## src/rtl/sirq_pkg.sv

```systemverilog
package sirq_pkg;

    localparam int DATA_W   = 64;
    localparam int SRV_W    = 16;
    localparam int PRIO_W   = 8;
    localparam int SRC_W    = 3;
    localparam int LINK_W   = 2;
    localparam int EFF_W    = SRV_W - LINK_W;

    localparam int SRV_LSB  = 40;
    localparam int PRIO_LSB = 32;
    localparam int SRC_LSB  = 29;
    localparam int PEND_BIT = 24;

    typedef enum logic {
        ENT_QUIET  = 1'b0,
        ENT_RAISED = 1'b1
    } ent_state_t;

    typedef struct packed {
        logic [SRV_W-1:0]  server;
        logic [PRIO_W-1:0] prio;
        logic [SRC_W-1:0]  src;
        logic              pend;
    } route_t;

    function automatic logic [DATA_W-1:0] pack_route(route_t r);
        logic [DATA_W-1:0] v;
        v = '0;
        v[SRV_LSB  +: SRV_W]  = r.server;
        v[PRIO_LSB +: PRIO_W] = r.prio;
        v[SRC_LSB  +: SRC_W]  = r.src;
        v[PEND_BIT]           = r.pend;
        return v;
    endfunction

endpackage

```

## src/rtl/sirq_capture.sv

```systemverilog
module sirq_capture #(
    parameter int NUM_IN = 7
) (
    input  logic              clk,
    input  logic              rst_n,
    input  logic [NUM_IN-1:0] irq_in,
    output logic [NUM_IN-1:0] status_q
);

    always_ff @(posedge clk) begin
        if (!rst_n) begin
            status_q <= '0;
        end else begin
            status_q <= irq_in;
        end
    end

endmodule

```

## src/rtl/sirq_route_entry.sv

```systemverilog
module sirq_route_entry
    import sirq_pkg::*;
#(
    parameter int               IN_N      = 1,
    parameter logic [SRC_W-1:0] RESET_SRC = '0
) (
    input  logic              clk,
    input  logic              rst_n,
    input  logic [IN_N-1:0]   in_now,
    input  logic [IN_N-1:0]   in_q,
    input  logic              wr_en,
    input  logic [DATA_W-1:0] wr_data,
    output route_t            cfg,
    output logic              raised
);

    localparam logic [PRIO_W-1:0] MASK_PRIO = '1;

    ent_state_t state, state_n;
    route_t     cfg_n;
    logic       changed;
    logic       masked_new;
    logic       pend_calc;

    // state register
    always_ff @(posedge clk) begin
        if (!rst_n) begin
            state      <= ENT_QUIET;
            cfg.server <= '0;
            cfg.prio   <= MASK_PRIO;
            cfg.src    <= RESET_SRC;
            cfg.pend   <= 1'b0;
        end else begin
            state <= state_n;
            cfg   <= cfg_n;
        end
    end

    // next state
    always_comb begin
        state_n = state;
        unique case (state)
            ENT_QUIET:  if (|in_now)  state_n = ENT_RAISED;
            ENT_RAISED: if (!(|in_now)) state_n = ENT_QUIET;
            default:    state_n = ENT_QUIET;
        endcase
    end

    // outputs and configuration update
    always_comb begin
        changed    = (in_now != in_q);
        masked_new = wr_en ? (wr_data[PRIO_LSB +: PRIO_W] == MASK_PRIO)
                           : (cfg.prio == MASK_PRIO);
        cfg_n      = cfg;
        if (wr_en) begin
            cfg_n.server = wr_data[SRV_LSB  +: SRV_W];
            cfg_n.prio   = wr_data[PRIO_LSB +: PRIO_W];
            cfg_n.src    = wr_data[SRC_LSB  +: SRC_W];
        end
        if (changed) begin
            pend_calc = (state_n == ENT_RAISED) && !masked_new;
        end else begin
            pend_calc = cfg.pend && !masked_new;
        end
        cfg_n.pend = pend_calc;
        raised     = (state == ENT_RAISED);
    end

    assert_state_tracks_inputs_R4: assert property (@(posedge clk) disable iff (!rst_n)
        (state == ENT_RAISED) == (|in_q));

    assert_pend_unmasked_R5: assert property (@(posedge clk) disable iff (!rst_n)
        cfg.pend |-> (cfg.prio != MASK_PRIO));

    assert_pend_needs_raise_R5: assert property (@(posedge clk) disable iff (!rst_n)
        cfg.pend |-> (state == ENT_RAISED));

    assert_mask_write_clears_R7: assert property (@(posedge clk) disable iff (!rst_n)
        (wr_en && wr_data[PRIO_LSB +: PRIO_W] == MASK_PRIO) |=> !cfg.pend);

    assert_write_keeps_src_R6: assert property (@(posedge clk) disable iff (!rst_n)
        wr_en |=> (cfg.src == $past(wr_data[SRC_LSB +: SRC_W])));

endmodule

```

## src/rtl/sirq_line_mux.sv

```systemverilog
module sirq_line_mux
    import sirq_pkg::*;
#(
    parameter int NUM_ENT   = 6,
    parameter int NUM_LINES = 6
) (
    input  logic [NUM_ENT-1:0]       raised,
    input  logic [NUM_ENT*SRC_W-1:0] src_flat,
    output logic [NUM_LINES-1:0]     line,
    output logic                     cfg_err
);

    always_comb begin
        line    = '0;
        cfg_err = 1'b0;
        for (int e = 0; e < NUM_ENT; e++) begin
            if (32'(src_flat[e*SRC_W +: SRC_W]) >= NUM_LINES) begin
                cfg_err = 1'b1;
            end
            for (int s = 0; s < NUM_LINES; s++) begin
                if (raised[e] && src_flat[e*SRC_W +: SRC_W] == SRC_W'(s)) begin
                    line[s] = 1'b1;
                end
            end
        end
    end

    always_comb begin
        assert_lines_need_raise_R3: assert ((|raised) || (line == '0));
    end

endmodule

```

## src/rtl/shared_irq_router.sv

```systemverilog
module shared_irq_router
    import sirq_pkg::*;
#(
    parameter int NUM_ENT   = 6,
    parameter int NUM_LINES = 6,
    parameter int NUM_IN    = NUM_ENT + 1,
    parameter int ADDR_W    = 5
) (
    input  logic                     clk,
    input  logic                     rst_n,
    input  logic [NUM_IN-1:0]        irq_in,
    input  logic                     reg_we,
    input  logic [ADDR_W-1:0]        reg_addr,
    input  logic [DATA_W-1:0]        reg_wdata,
    output logic [DATA_W-1:0]        reg_rdata,
    output logic [NUM_LINES-1:0]     irq_line,
    output logic                     src_err,
    output logic [NUM_ENT*EFF_W-1:0] route_server,
    output logic [NUM_ENT*PRIO_W-1:0] route_prio
);

    localparam int CTRL_ADDR   = 'h0E;
    localparam int STAT_ADDR   = 'h15;
    localparam int SHARED_ADDR = 'h10;
    localparam int FIRST_ADDR  = 'h16;
    localparam int CTRL_HI     = 47;
    localparam int STAT_HI     = 36;
    localparam int SHARED_N    = 2;

    function automatic logic [ADDR_W-1:0] ent_addr(int e);
        return (e == 0) ? ADDR_W'(SHARED_ADDR) : ADDR_W'(FIRST_ADDR + e - 1);
    endfunction

    logic [NUM_IN-1:0]        status_q;
    route_t                   cfg_arr [NUM_ENT];
    logic [NUM_ENT-1:0]       raised;
    logic [NUM_ENT-1:0]       ent_we;
    logic [NUM_ENT*SRC_W-1:0] src_flat;

    sirq_capture #(.NUM_IN(NUM_IN)) u_cap (
        .clk      (clk),
        .rst_n    (rst_n),
        .irq_in   (irq_in),
        .status_q (status_q)
    );

    for (genvar e = 0; e < NUM_ENT; e++) begin : g_ent
        assign ent_we[e] = reg_we && (reg_addr == ent_addr(e));
        assign src_flat[e*SRC_W +: SRC_W]       = cfg_arr[e].src;
        assign route_server[e*EFF_W +: EFF_W]   = cfg_arr[e].server[SRV_W-1:LINK_W];
        assign route_prio[e*PRIO_W +: PRIO_W]   = cfg_arr[e].prio;

        if (e == 0) begin : g_shared
            sirq_route_entry #(.IN_N(SHARED_N), .RESET_SRC(SRC_W'(e))) u_ent (
                .clk     (clk),
                .rst_n   (rst_n),
                .in_now  (irq_in[SHARED_N-1:0]),
                .in_q    (status_q[SHARED_N-1:0]),
                .wr_en   (ent_we[e]),
                .wr_data (reg_wdata),
                .cfg     (cfg_arr[e]),
                .raised  (raised[e])
            );
        end else begin : g_single
            sirq_route_entry #(.IN_N(1), .RESET_SRC(SRC_W'(e))) u_ent (
                .clk     (clk),
                .rst_n   (rst_n),
                .in_now  (irq_in[e+1]),
                .in_q    (status_q[e+1]),
                .wr_en   (ent_we[e]),
                .wr_data (reg_wdata),
                .cfg     (cfg_arr[e]),
                .raised  (raised[e])
            );
        end
    end

    sirq_line_mux #(.NUM_ENT(NUM_ENT), .NUM_LINES(NUM_LINES)) u_mux (
        .raised   (raised),
        .src_flat (src_flat),
        .line     (irq_line),
        .cfg_err  (src_err)
    );

    always_comb begin
        reg_rdata = '1;
        if (reg_addr == ADDR_W'(CTRL_ADDR)) begin
            reg_rdata = '0;
            for (int i = 0; i < SHARED_N; i++) begin
                reg_rdata[CTRL_HI-i] = status_q[i];
            end
        end
        if (reg_addr == ADDR_W'(STAT_ADDR)) begin
            reg_rdata = '0;
            for (int k = SHARED_N; k < NUM_IN; k++) begin
                reg_rdata[STAT_HI-(k-SHARED_N)] = status_q[k];
            end
        end
        for (int e = 0; e < NUM_ENT; e++) begin
            if (reg_addr == ent_addr(e)) begin
                reg_rdata = pack_route(cfg_arr[e]);
            end
        end
    end

endmodule

```

## config.mk

```make
export PLATFORM = sky130hd
export DESIGN_NAME = shared_irq_router
export DESIGN_NICKNAME = d
export VERILOG_FILES = /design/src/rtl/sirq_pkg.sv /design/src/rtl/sirq_capture.sv /design/src/rtl/sirq_route_entry.sv /design/src/rtl/sirq_line_mux.sv /design/src/rtl/shared_irq_router.sv
export SDC_FILE = /design/constraint.sdc
export NUM_CORES = 1
export LEC_CHECK = 0
export BUFFER_PORTS_ARGS = -buffer_cell sky130_fd_sc_hd__buf_2
export CAP_MARGIN = 20
export CORE_MARGIN = 3
export CORE_UTILIZATION = 40
export DETAILED_ROUTE_END_ITERATION = 16
export GPL_TIMING_DRIVEN = 0
export PLACE_DENSITY = 0.63
export SKIP_LAST_GASP = 1
export SLEW_MARGIN = 20
export SYNTH_ARGS = -nofsm -noshare
export SYNTH_HDL_FRONTEND = slang
export SYNTH_SLANG_ARGS = --single-unit
```

## constraint.sdc

```tcl
create_clock -name clk -period 3.24 [get_ports clk]
set_input_delay 0.162 -clock clk [delete_from_list [all_inputs] [get_ports clk]]
set_output_delay 0.162 -clock clk [all_outputs]
set_load 0.005 [all_outputs]
```

# == Word level (Yosys, flattened, before mapping) ==
# Cells that the tools add are included.
# W data, S select, Z words.
# totals
out_inout_bits,203
wordCells,223
register_bits,181
# op_classes
order_cmp,6
eq_ne,51
n_reduce_logical,67
n_mux,68
# op_table
op,count
$mux W64,8
$mux W1,60
$eq A8 B8 Y1 const B,7
$logic_and A1 B1 Y1,54
$eq A3 B2 Y1 const B,12
$eq A3 B3 Y1 const B,12
$eq A5 B5 Y1 const B,7
$eq A3 B1 Y1 const B,6
$ge A3 B3 Y1 const B,6
$logic_not A3 Y1,6
$logic_not A1 Y1,6
$eq A5 B4 Y1 const B,1
$ne A1 B1 Y1,5
$ne A2 B2 Y1,1
$reduce_or A2 Y1,1

# == Longest topological paths before layout ==
# Gate-level depths: netlist of the first run.
# depth
depth_word,9
depth_mapped,8
ltp_nobuf,4

# == By module ==
# From an unflattened synthesis of the first run, not the netlist that was laid out.
# unflattened
hier_cells,1007
area_unflattened_um2,9196.3
# modules_own_cells
mod,cells_each,n_inst,area_per_inst_um2
sirq_route_entry (g_ent[1].g_single.u_ent ...),105,3,1113.6
sirq_route_entry (g_ent[3].g_single.u_ent ...),105,2,1109.8
shared_irq_router,304,1,1899.3
sirq_route_entry (g_ent[0].g_shared.u_ent),107,1,1168.6
sirq_line_mux,57,1,384.1
sirq_capture,14,1,183.9

# == Least setup slack after synthesis of the first run ==
# No wires, ideal clock.
# synth_path
path_kind,in2out
start,in reg_addr[0]
end,out reg_rdata[10]
path_stages,8
n_path_buf,4
path_slack_ns,0.501
t_required_ns,3.078
t_arrival_ns,2.577
path_cell_list,buf_6 > buf_2 > buf_4 > nor2_1 > o21ai_0 > o31ai_1 > a21oi_1 > buf_4
# synth_via
elab_chain_cells,9
# synth_lines
element,line_no,source
from (decl),shared_irq_router.sv:13,"input logic [ADDR_W-1:0] reg_addr,"
$eq A5 B4 Y1,shared_irq_router.sv:87,if (reg_addr == ADDR_W'(CTRL_ADDR)) begin
$mux W64,shared_irq_router.sv:87,
$mux W64,shared_irq_router.sv:93,if (reg_addr == ADDR_W'(STAT_ADDR)) begin
$mux W64 (5 in series),shared_irq_router.sv:100,if (reg_addr == ent_addr(e)) begin
$mux W64 (*),shared_irq_router.sv:100,
to (decl),shared_irq_router.sv:15,"output logic [DATA_W-1:0] reg_rdata,"
# Mark *: on every way between the ends. The rest lies on a longest branch, timed or not.

# == Worst setup path after layout of the first run ==
# layout_path
start,reg u_cap.status_q[1]
end,out reg_rdata[46]
# layout_via
elab_chain_cells,8
# layout_lines
element,line_no,source
from (decl),sirq_capture.sv:7,output logic [NUM_IN-1:0] status_q
from (signal assigned),sirq_capture.sv:14,status_q <= irq_in;
$mux W64,shared_irq_router.sv:87,
$mux W64,shared_irq_router.sv:93,
$mux W64 (6 in series),shared_irq_router.sv:100,
# Every way passes these cells.

==> impl_metrics.yaml, run 1 <==
floorplan:
  dieArea_mm2: 0.0276
  fp.dieW_um: 166
  core-area_mm2: 0.0247
  start_util_pct: 41.4
  die_y_um: 166
  rows: 57
  boundaryPins: 282
yosys:
  synth_top_area_cell: "dfxtp_1"
  synth-compound-area-share_pct: 20.6
  synth-main-ff-cell: "dfxtp_1"
  synthTopCellsByCount: "369 x nand2_1, 184 x buf_4, 176 x dfxtp_1, 67 x a21boi_0, 67 x nand3_1"
  synth-async-reset-ratio_pct: 0
  synth_top_area_share_pct: 34.4
  syn_avg_cell_area_um2: 7.65
  synth_adder_area_share_pct: 0
  synthTopCellsByArea: "dfxtp_1 34%, nand2_1 14%, buf_4 13%"
  yosys_warnings: 0
  synth-xor-area-share_pct: 0.0854
  syn_nets: 1419
  synth-seq-area-share_pct: 34.4
  synth-seq-cells: 176
  syn-cell-area_mm2: 0.0103
  yosysMostFrequentCell: "nand2_1"
  synthMuxAreaShare_pct: 0.0976
  synthDistinctLibCells: 70
  synth_edf_count: 0
  synthSimpleGateAreaFrac_pct: 26.9
  synth_top_family_by_area: "simple AND/OR/NAND/NOR gates"
  synthCells: 1340
setup_path:
  path_cells: "or4b_2 -> o22ai_1 -> a211o_1 -> a31oi_1 -> buf_2"
  slowest_stage: "or4b_2"
  worstSetupPathType: "flip-flop to output port"
  rr_startpoint: "u_cap.status_q[1]"
  r2r.worst_path.cells: 4
  reg2reg_slack_ns: 2.04
  cp-start-kind: "flip-flop"
  cp.arrival_ns: 2.07
  cp_top_family: "simple AND/OR/NAND/NOR gates"
  worstPathMaxFanout: 5
  cp.required_ns: 3.08
  endpoint_kind: "output port"
  r2r-end: "g_ent[0].g_shared.u_ent.cfg[0]"
  critPathMaxStageDelay_ns: 0.63
  critPathBufInv: 1
route:
  route.top_layer_used: "met5"
  dr.pass1.iters: 6
  drc_errors: 0
  dr_wl_met2_mm: 17.9
  vias_per_cell: 5.50
  route.met3.wl_mm: 4.03
  via_count: 10700
  wire_per_inst_um: 20.5
  m1WireLength_mm: 16.6
  antenna_left: 0
  routed_wl_mm: 39.9
  drt_iter0_drc: 1251
min_path:
  hold_end: "g_ent[4].g_single.u_ent.cfg[26]"
  hold_depth: 3
  hold_path.class: "input pin to flip-flop"
  hp-start: "reg_wdata[54]"
clock_network:
  cts_tree: "built"
  clkLatencyLatePin_ns: 0.44
  cts_max_level: 4
  cts_sinks: 176
  ctsResizeCount: 0
  hold_buffers: 5
  clk_pin_slew_worst_paths_ns: 0.07
  cts_root_buffer: "clkbuf_16"
  cts_setup_buffers: 0
  clk_path_buf_depth: 2
  numCtsBuffers: 17
sta:
  finalCriticalPeriod_ns: 2.24
  tightest_slew_ns: 0.749
  min_period_over_period_pct: 69.0
  timing.fmax_mhz: 447
  maxSlewHeadroom_pct: 50.0
  rsz0062_at_grt: "no"
  hold_violations: 0
  finalClockSkew_ns: 0.00784
  setup_ws_ns: 1.00
  final_max_slew_viol_count: 0
  finalSetupViolCount: 0
pwr:
  max-vdd-ir-drop_uv: 372
  p_per_area_mw_per_mm2: 415
  p_leak_nw: 5.62
  finalPower_mw: 5.24
final_layout:
  fin_area_mm2: 0.0126
  post-route-util_pct: 51.0
  fillers: 2451
  antenna_cells: 0
  area.growth.synth_to_final_pct: 23.1
  drive_above_1_share_pct: 32.7
  final_nets: 1686
global_routing:
  grt_antenna_before_repair: 4
  grt_pass1_wl_mm: 59.5
  grt_pass1_vias: 9807
  grt_use_total_pct: 27.7
  grt_max_degree: 37
  overflow: 0
placement:
  gp_congestion: 0.908
  placed_cell_area_mm2: 0.0119
  pre_cts_slack_ns: 1.06
  dp_hpwl_mm: 29.2
  port_buffers: 242
run:
  cap_violations: 0
outcome:
  status: "completed"
state kept, by name, summed over array words and instances, names as in the netlist:
name / count
g_ent.g_single.u_ent.cfg: 140
g_ent.g_shared.u_ent.cfg: 28
g_ent.g_shared.u_ent.raised: 1
u_cap.status_q: 7
placed cells by master, fill, tap and decap left out, types with 3 or more instances in the layout:
master | Yosys | layout
nor2_1 | 37 | 37
a21boi_0 | 67 | 67
and3_1 | 3 | 3
nand4_1 | 18 | 18
nand3_2 | 6 | 6
nand3_1 | 67 | 67
a31oi_1 | 5 | 5
nor2b_1 | 12 | 12
nand3b_1 | 6 | 6
o31ai_1 | 4 | 4
o21ai_1 | 4 | 4
buf_6 | 10 | 10
a21boi_1 | 41 | 41
o211a_1 | 5 | 5
o211ai_1 | 7 | 7
bufinv_16 | 0 | 5
nor3_1 | 13 | 13
clkbuf_1 | 28 | 29
clkbuf_16 | 0 | 17
a2111o_1 | 19 | 19
nor3b_1 | 6 | 6
and2_1 | 26 | 26
nand2_1 | 369 | 369
buf_4 | 184 | 184
buf_2 | 39 | 281
o22ai_1 | 10 | 10
dlygate4sd3_1 | 0 | 5
o21ai_0 | 35 | 35
a211oi_1 | 23 | 23
nand2b_1 | 7 | 7
inv_1 | 10 | 10
a21oi_1 | 46 | 45
o22a_1 | 5 | 5
nor3_2 | 3 | 3
nand4b_1 | 4 | 4
inv_6 | 0 | 5
dfxtp_1 | 176 | 176
a22oi_1 | 3 | 3
worst reg2reg max path, cell delays in order (launching register included):
cell       delay (ns)
dfxtp_1          0.44
nor2_1           0.08
o21ai_0          0.16
a21oi_1          0.10
a2111oi_2        0.32
area by class of cell:
cell class | instances | area (um2) | share of cell area [%]
multi-input cells | 891 | 4900 | 38.8
flip-flops and latches | 176 | 3520 | 27.9
plain buffers | 262 | 1800 | 14.3
repair buffers | 248 | 1290 | 10.2
clock buffers | 19 | 443 | 3.51
well taps | 324 | 405 | 3.21
clock inverters | 13 | 218 | 1.73
inverters | 11 | 41.3 | 0.327
routing by layer:
layer / vias to the layer above / track usage, %
met3: 98 / 5.14
li1: 4944 / -
met4: 8 / 9.62
met1: 5048 / 37.4
met5: - / 0
met2: 590 / 44.4
through the flow:
stage | setup TNS [ns] | cells | hold slack (ns)
6_report | 0 | 1944 | 0.0123
5_1_grt | 0 | 1944 | 0.0162
4_1_cts | 0 | 1944 | 0.00253
3_5_place_dp | 0 | 1907 | 0.433
3_3_place_gp | -14.93 | 1906 | 0.430
2_1_floorplan | 0 | 1340 | 0.284
power by group:
part	internal, mW	switching [mW]
sequential	2.19	0.0325
combinational	0.280	0.362
clock	1.41	0.966
worst max path at each step:
| stage | slack, ns | depth (start not counted) | from | end |
|---|---|---|---|---|
| floorplan | 0.50 | 8 | reg_addr[0] | reg_rdata[10] |
| global placement | -0.42 | 10 | reg_addr[0] | reg_rdata[16] |
| detailed placement | 1.06 | 8 | reg_addr[0] | reg_rdata[50] |
| CTS | 1.02 | 5 | u_cap.status_q[1] | reg_rdata[46] |
| global route | 0.90 | 8 | reg_addr[0] | reg_rdata[41] |
| finish | 1.00 | 5 | u_cap.status_q[1] | reg_rdata[46] |
cells by family (layout without fill, tap and decap cells):
group / count (synthesis) / after routing
flip-flops: 176 / 176
AO/OA/AOI/OAI: 293 / 293
buffers and inverters: 273 / 553
AND/OR/NAND/NOR: 596 / 596
multiplexers: 1 / 1
XOR/XNOR: 1 / 1
Power figures use the tool's default switching activity.
==> run 2, diff against run 1 <==
Clock period 3.24 ns to 2.08 ns, I/O delays scaled along.
==> run 2 against run 1 <==
Against the previous run:
- setup slack got worse by 1.0 ns
- the flow now finishes with violations (setup timing)
- total power grew 49%
- clock power up 39%
- final cell count rose by 1.5%
- highest routed layer unchanged
- count of clock-buffer cells in the layout unchanged
- cell area increased by 2.1%
==> impl_metrics.yaml, run 2 (synthesis results as in run 1) <==
outcome:
  status: "complete, but fails checks"
  violations: "setup timing"
clock_network:
  clk_path_buf_depth: 2
  clkLatencyLatePin_ns: 0.44
  numCtsBuffers: 17
  cts_root_buffer: "clkbuf_16"
  cts_sinks: 176
  cts_tree: "built"
  clk_pin_slew_worst_paths_ns: 0.07
  cts_max_level: 4
placement:
  dp_hpwl_mm: 29.1
  gp_congestion: 0.925
  port_buffers: 242
  placed_cell_area_mm2: 0.0119
  dp_cells: 1906
floorplan:
  rows: 57
  core-area_mm2: 0.0247
  dieArea_mm2: 0.0276
  die_y_um: 166
  start_util_pct: 41.4
  fp.dieW_um: 166
  boundaryPins: 282
sta:
  hold_violations: 0
  finalClockSkew_ns: 0.00666
  setup_ws_ns: -0.0350
  rsz0062_at_grt: "yes"
  min_period_over_period_pct: 102
  timing.fmax_mhz: 473
  maxSlewHeadroom_pct: 47.1
  finalCriticalPeriod_ns: 2.12
  tightest_slew_ns: 0.793
  final_max_slew_viol_count: 0
  finalSetupViolCount: 3
setup_path:
  path_cells: "buf_2 -> buf_4 -> buf_6 -> nor3b_4 -> buf_4 -> buf_12 -> buf_2 -> a2111o_1 -> a21oi_1 -> buf_2"
  worstPathMaxFanout: 11
  cp.arrival_ns: 2.01
  cp.required_ns: 1.98
  worstSetupPathType: "input pin to output port"
  critPathMaxStageDelay_ns: 0.41
  slowest_stage: "a2111o_1"
  crit_path_frequent_cell: "buf_2"
  critPathBufInv: 7
  cp-start-kind: "input pin"
  cp_top_family: "buffers and inverters"
  endpoint_kind: "output port"
global_routing:
  grt_pass1_vias: 10100
  overflow: 0
  grt_pass1_wl_mm: 60.7
  grt_use_total_pct: 28.1
  grt_max_degree: 20
  grt_antenna_before_repair: 3
pwr:
  finalPower_mw: 7.82
  p_per_area_mw_per_mm2: 607
  p_leak_nw: 5.72
  max-vdd-ir-drop_uv: 424
final_layout:
  layout.cells.non_filler: 1974
  area.growth.synth_to_final_pct: 25.6
  largest_reg_flops: 140
  largest-register: "g_ent.g_single.u_ent.cfg"
  drive_above_1_share_pct: 32.9
  final_common_cell: "nand2_1"
  post-route-util_pct: 52.1
  final_nets: 1714
  final_cell_mix: "369 x nand2_1, 278 x buf_2, 192 x buf_4"
  top_regs: "g_ent.g_single.u_ent.cfg x140, g_ent.g_shared.u_ent.cfg x28, u_cap.status_q x7"
  fin_area_mm2: 0.0129
route:
  wire_per_inst_um: 20.4
  routed_wl_mm: 40.3
  vias_per_cell: 5.42
  drt_iter0_drc: 1167
  via_count: 10700
  drc_errors: 0
  dr.pass1.iters: 5
  antenna_left: 0
run:
  cap_violations: 0
min_path:
  hold_path.class: "input pin to flip-flop"
-- run 2: worst reg2reg max path: cells and delay by family, from the launching register on --
family | cells | cell delay [ns]
AND/OR/NAND/NOR | 1 | 0.15
flip-flops | 1 | 0.36
AO/OA/AOI/OAI | 3 | 0.57
-- run 2: cell type report --
cell class | instances | area [um2]
diodes | 2 | 5.00
plain buffers | 259 | 1800
clock buffers | 19 | 433
clock inverters | 13 | 149
fillers | 2408 | 11900
inverters | 11 | 41.3
multi-input cells | 892 | 4940
flip-flops and latches | 176 | 3520
well taps | 324 | 405
repair buffers | 278 | 1580
-- run 2: layer usage --
layer | global-route usage [%] | share of wire (%) | wire [um]
met1 | 37.2 | 42 | 16800
met5 | 0 | 0.052 | 21
met4 | 9.48 | 2.7 | 1080
met2 | 46.1 | 46 | 18600
met3 | 5.57 | 9.6 | 3860
-- run 2: repair_timing --
item	in CTS	in global routing
pin swaps	4	1
setup buffers	2	9
resized for setup	7	4
endpoints found under the hold margin	107	0
gates cloned	1	0
setup endpoints to repair	37	52
hold buffers	25	0
-- run 2: power breakdown --
part,internal [mW],total (mW),switching (mW)
Clock,1.80,3.29,1.49
Combinational,0.483,1.07,0.584
Sequential,3.41,3.46,0.0515
-- run 2: through the flow --
stage	setup TNS [ns]	hold WS, ns	worst slack [ns]
after floorplan	0	0.226	0.0702
after global placement	-24.27	0.372	-0.681
after detailed placement	-14.11	0.373	-0.399
after CTS	0	0.00242	0.0173
after global routing	-0.260	0.000281	-0.0479
final	-0.0518	0.0117	-0.0350
-- run 2: path summary, 6_finish.rpt --
path                                   start                              end  slack [ns]  cells after the start
max                              reg_addr[4]                    reg_rdata[38]       -0.04                     10
min                            reg_wdata[29]   g_ent[4].g_single.u_ent.cfg[1]        0.01                      3
max reg2reg                u_cap.status_q[1]   g_ent[0].g_shared.u_ent.cfg[0]        0.91                      4
min reg2reg  g_ent[2].g_single.u_ent.cfg[13]  g_ent[2].g_single.u_ent.cfg[13]        0.46                      2
==> run 3, diff against run 2 <==
Settings changed: ABC_AREA set to 1, SYNTH_HIERARCHICAL set to 1.
==> run 3 against run 2 <==
Against the previous run:
- the flow now finishes without violations
- count of clock-buffer cells in the layout rose by 1
- combinational power fell by 9%
- die area fell by 4.9%
- critical endpoint is now reg_rdata[18]
==> impl_metrics.yaml, run 3 <==
setup_path:
  cp.arrival_ns: 1.92
  worstSetupPathType: "input pin to output port"
  crit_path_frequent_cell: "buf_4"
  worstPathMaxFanout: 13
  critPathMaxStageDelay_ns: 0.32
  path_cells: "buf_2 -> nor2_1 -> nand3_1 -> nand2_4 -> buf_6 -> nor4_4 -> buf_4 -> buf_4 -> buf_4 -> buf_2"
  cp-startpoint: "reg_addr[0]"
  slowest_stage: "nand3_1"
  endpoint_kind: "output port"
  cp-start-kind: "input pin"
  cp.required_ns: 1.98
  rr_startpoint: "g_ent[0].g_shared.u_ent/cfg[8]"
run:
  cap_violations: 0
clock_network:
  numCtsBuffers: 17
  clk_pin_slew_worst_paths_ns: 0.08
  clk_path_buf_depth: 2
  clkLatencyLatePin_ns: 0.44
  cts_root_buffer: "clkbuf_16"
  cts_max_level: 4
  cts_tree: "built"
  cts_sinks: 181
sta:
  finalSetupViolCount: 0
  tightest_slew_ns: 0.668
  final_max_slew_viol_count: 0
  maxSlewHeadroom_pct: 55.5
  timing.fmax_mhz: 493
  finalCriticalPeriod_ns: 2.03
  hold_violations: 0
  min_period_over_period_pct: 97.5
  rsz0062_at_grt: "yes"
  fin_setup_tns_ns: 0
  finalClockSkew_ns: 0.00842
route:
  drc_errors: 0
  wire_per_inst_um: 17.1
  drt_iter0_drc: 1152
  via_count: 10700
  vias_per_cell: 4.95
  dr.pass1.iters: 11
  antenna_left: 0
  routed_wl_mm: 37.0
yosys:
  synthCells: 1538
  synthDistinctLibCells: 34
  syn_avg_cell_area_um2: 6.33
  synthTopCellsByArea: "dfxtp_1 37%, nand2_1 18%, nor2_1 13%"
  synth_top_area_cell: "dfxtp_1"
  yosys_warnings: 6
  synth_top_area_share_pct: 37.2
  synthTopCellsByCount: "472 x nand2_1, 334 x nor2_1, 181 x dfxtp_1, 120 x nand3_1, 112 x inv_1"
  syn_nets: 1617
  syn-cell-area_mm2: 0.00973
  synth-async-reset-ratio_pct: 0
  yosysMostFrequentCell: "nand2_1"
  synth-main-ff-cell: "dfxtp_1"
  synth_edf_count: 0
  synth-seq-cells: 181
  synth-seq-area-share_pct: 37.2
global_routing:
  grt_pass1_wl_mm: 55.8
  overflow: 0
  grtUsageMet2_pct: 45.2
  grt_antenna_before_repair: 0
  grt_use_total_pct: 27.5
  grt_max_degree: 21
  grt_util_met1_pct: 37.6
  met3_usage_pct: 4.87
  grt_pass1_vias: 9679
  top_usage_layer: "met2"
floorplan:
  die_y_um: 162
  boundaryPins: 282
  core-area_mm2: 0.0237
  start_util_pct: 41.1
  dieArea_mm2: 0.0262
  rows: 56
  fp.dieW_um: 162
final_layout:
  top_regs: "g_ent.g_single.u_ent/cfg x140, g_ent.g_shared.u_ent/cfg x28, u_cap/status_q x7"
  largest-register: "g_ent.g_single.u_ent/cfg"
  post-route-util_pct: 51.6
  final_cell_mix: "472 x nand2_1, 334 x nor2_1, 273 x buf_2"
  final_common_cell: "nand2_1"
  antenna_cells: 0
  drive_above_1_share_pct: 23.5
  area.growth.synth_to_final_pct: 25.6
  largest_reg_flops: 140
  final_nets: 1902
  fillers: 2510
min_path:
  hp-start: "reg_wdata[52]"
  hold_path.class: "input pin to flip-flop"
pwr:
  p_per_area_mw_per_mm2: 659
  swShare_pct: 26.3
  pwr-share-clk_pct: 43.5
  p_comb_share_pct: 12.1
  netSwitchingPower_mw: 2.12
  p_leak_nw: 6.42
  p_seq_share_pct: 44.4
  p_int_mw: 5.93
  max-vdd-ir-drop_uv: 471
outcome:
  status: "completed"
placement:
  gp_congestion: 0.896
  dp_hpwl_mm: 27.4
  port_buffers: 244
-- run 3: kinds of logic (layout without fill, tap and decap cells) --
family,Yosys count,in the layout,share of synthesized area [%]
and+or+nand+nor,1002,1002,42.3
buffers and inverters,230,528,13.9
DFF,181,181,37.2
AOI/OAI and AO/OA,125,125,6.60
-- run 3: power groups by stage --
stage	Sequential [mW]	Combinational, mW	Clock [mW]
4_1_cts	3.58	0.960	3.54
6_report	3.58	0.971	3.50
3_3_place_gp	3.65	0.915	0
5_1_grt	3.58	1.07	3.68
3_5_place_dp	3.66	0.922	0
2_1_floorplan	3.64	0.490	0
-- run 3: worst paths after layout --
path / to / slack, ns / depth (start not counted)
setup / recovery: reg_rdata[18] / 0.05 / 10
hold reg to reg: g_ent[4].g_single.u_ent/cfg[13] / 0.49 / 2
hold / removal: g_ent[3].g_single.u_ent/cfg[24] / 0.002 / 3
setup reg to reg: g_ent[0].g_shared.u_ent/cfg[0] / 1.13 / 7
-- run 3: repair_timing --
| item | CTS | global route |
|---|---|---|
| endpoints found under the setup margin | 36 | 34 |
| hold endpoints to repair | 52 | 0 |
| buffers inserted | 3 | 0 |
| pin swaps | 1 | 0 |
| hold buffers | 18 | 0 |
| resized for setup | 0 | 3 |
-- run 3: cell type report --
| type | instances | area [um2] | share of cell area (%) |
|---|---|---|---|
| Tap cell | 319 | 399 | 3.27 |
| Buffer | 108 | 865 | 7.08 |
| Multi-Input combinational cell | 1127 | 4770 | 39.1 |
| Timing Repair Buffer | 266 | 1440 | 11.7 |
| Clock inverter | 12 | 164 | 1.34 |
| Clock buffer | 20 | 467 | 3.82 |
| Inverter | 122 | 490 | 4.01 |
| Sequential cell | 181 | 3620 | 29.7 |
-- run 3: metrics by stage --
step                      worst slack (ns)  total power [mW]  area [um2]  hold WS, ns  cells
after floorplan                     0.0927              4.13        9750        0.197   1538
after global placement              -0.528              4.57       11400        0.332   2101
after detailed placement            -0.309              4.58       11400        0.343   2102
after CTS                           0.0640              8.08       12200     0.000629   2155
after global routing               -0.0359              8.33       12200      0.00358   2155
final                               0.0518              8.05       12200      0.00180   2155
-- run 3: worst max-delay path: cells and delay by family --
kind | cells | cell delay (ns)
simple gates | 4 | 0.87
buf+inv | 6 | 0.94
-- run 3: layer usage --
| metal | routed length, um | vias to the layer above |
|---|---|---|
| li1 | - | 5292 |
| met4 | 749 | 0 |
| met5 | 0 | - |
| met2 | 17000 | 510 |
| met1 | 15800 | 4814 |
| met3 | 3390 | 56 |
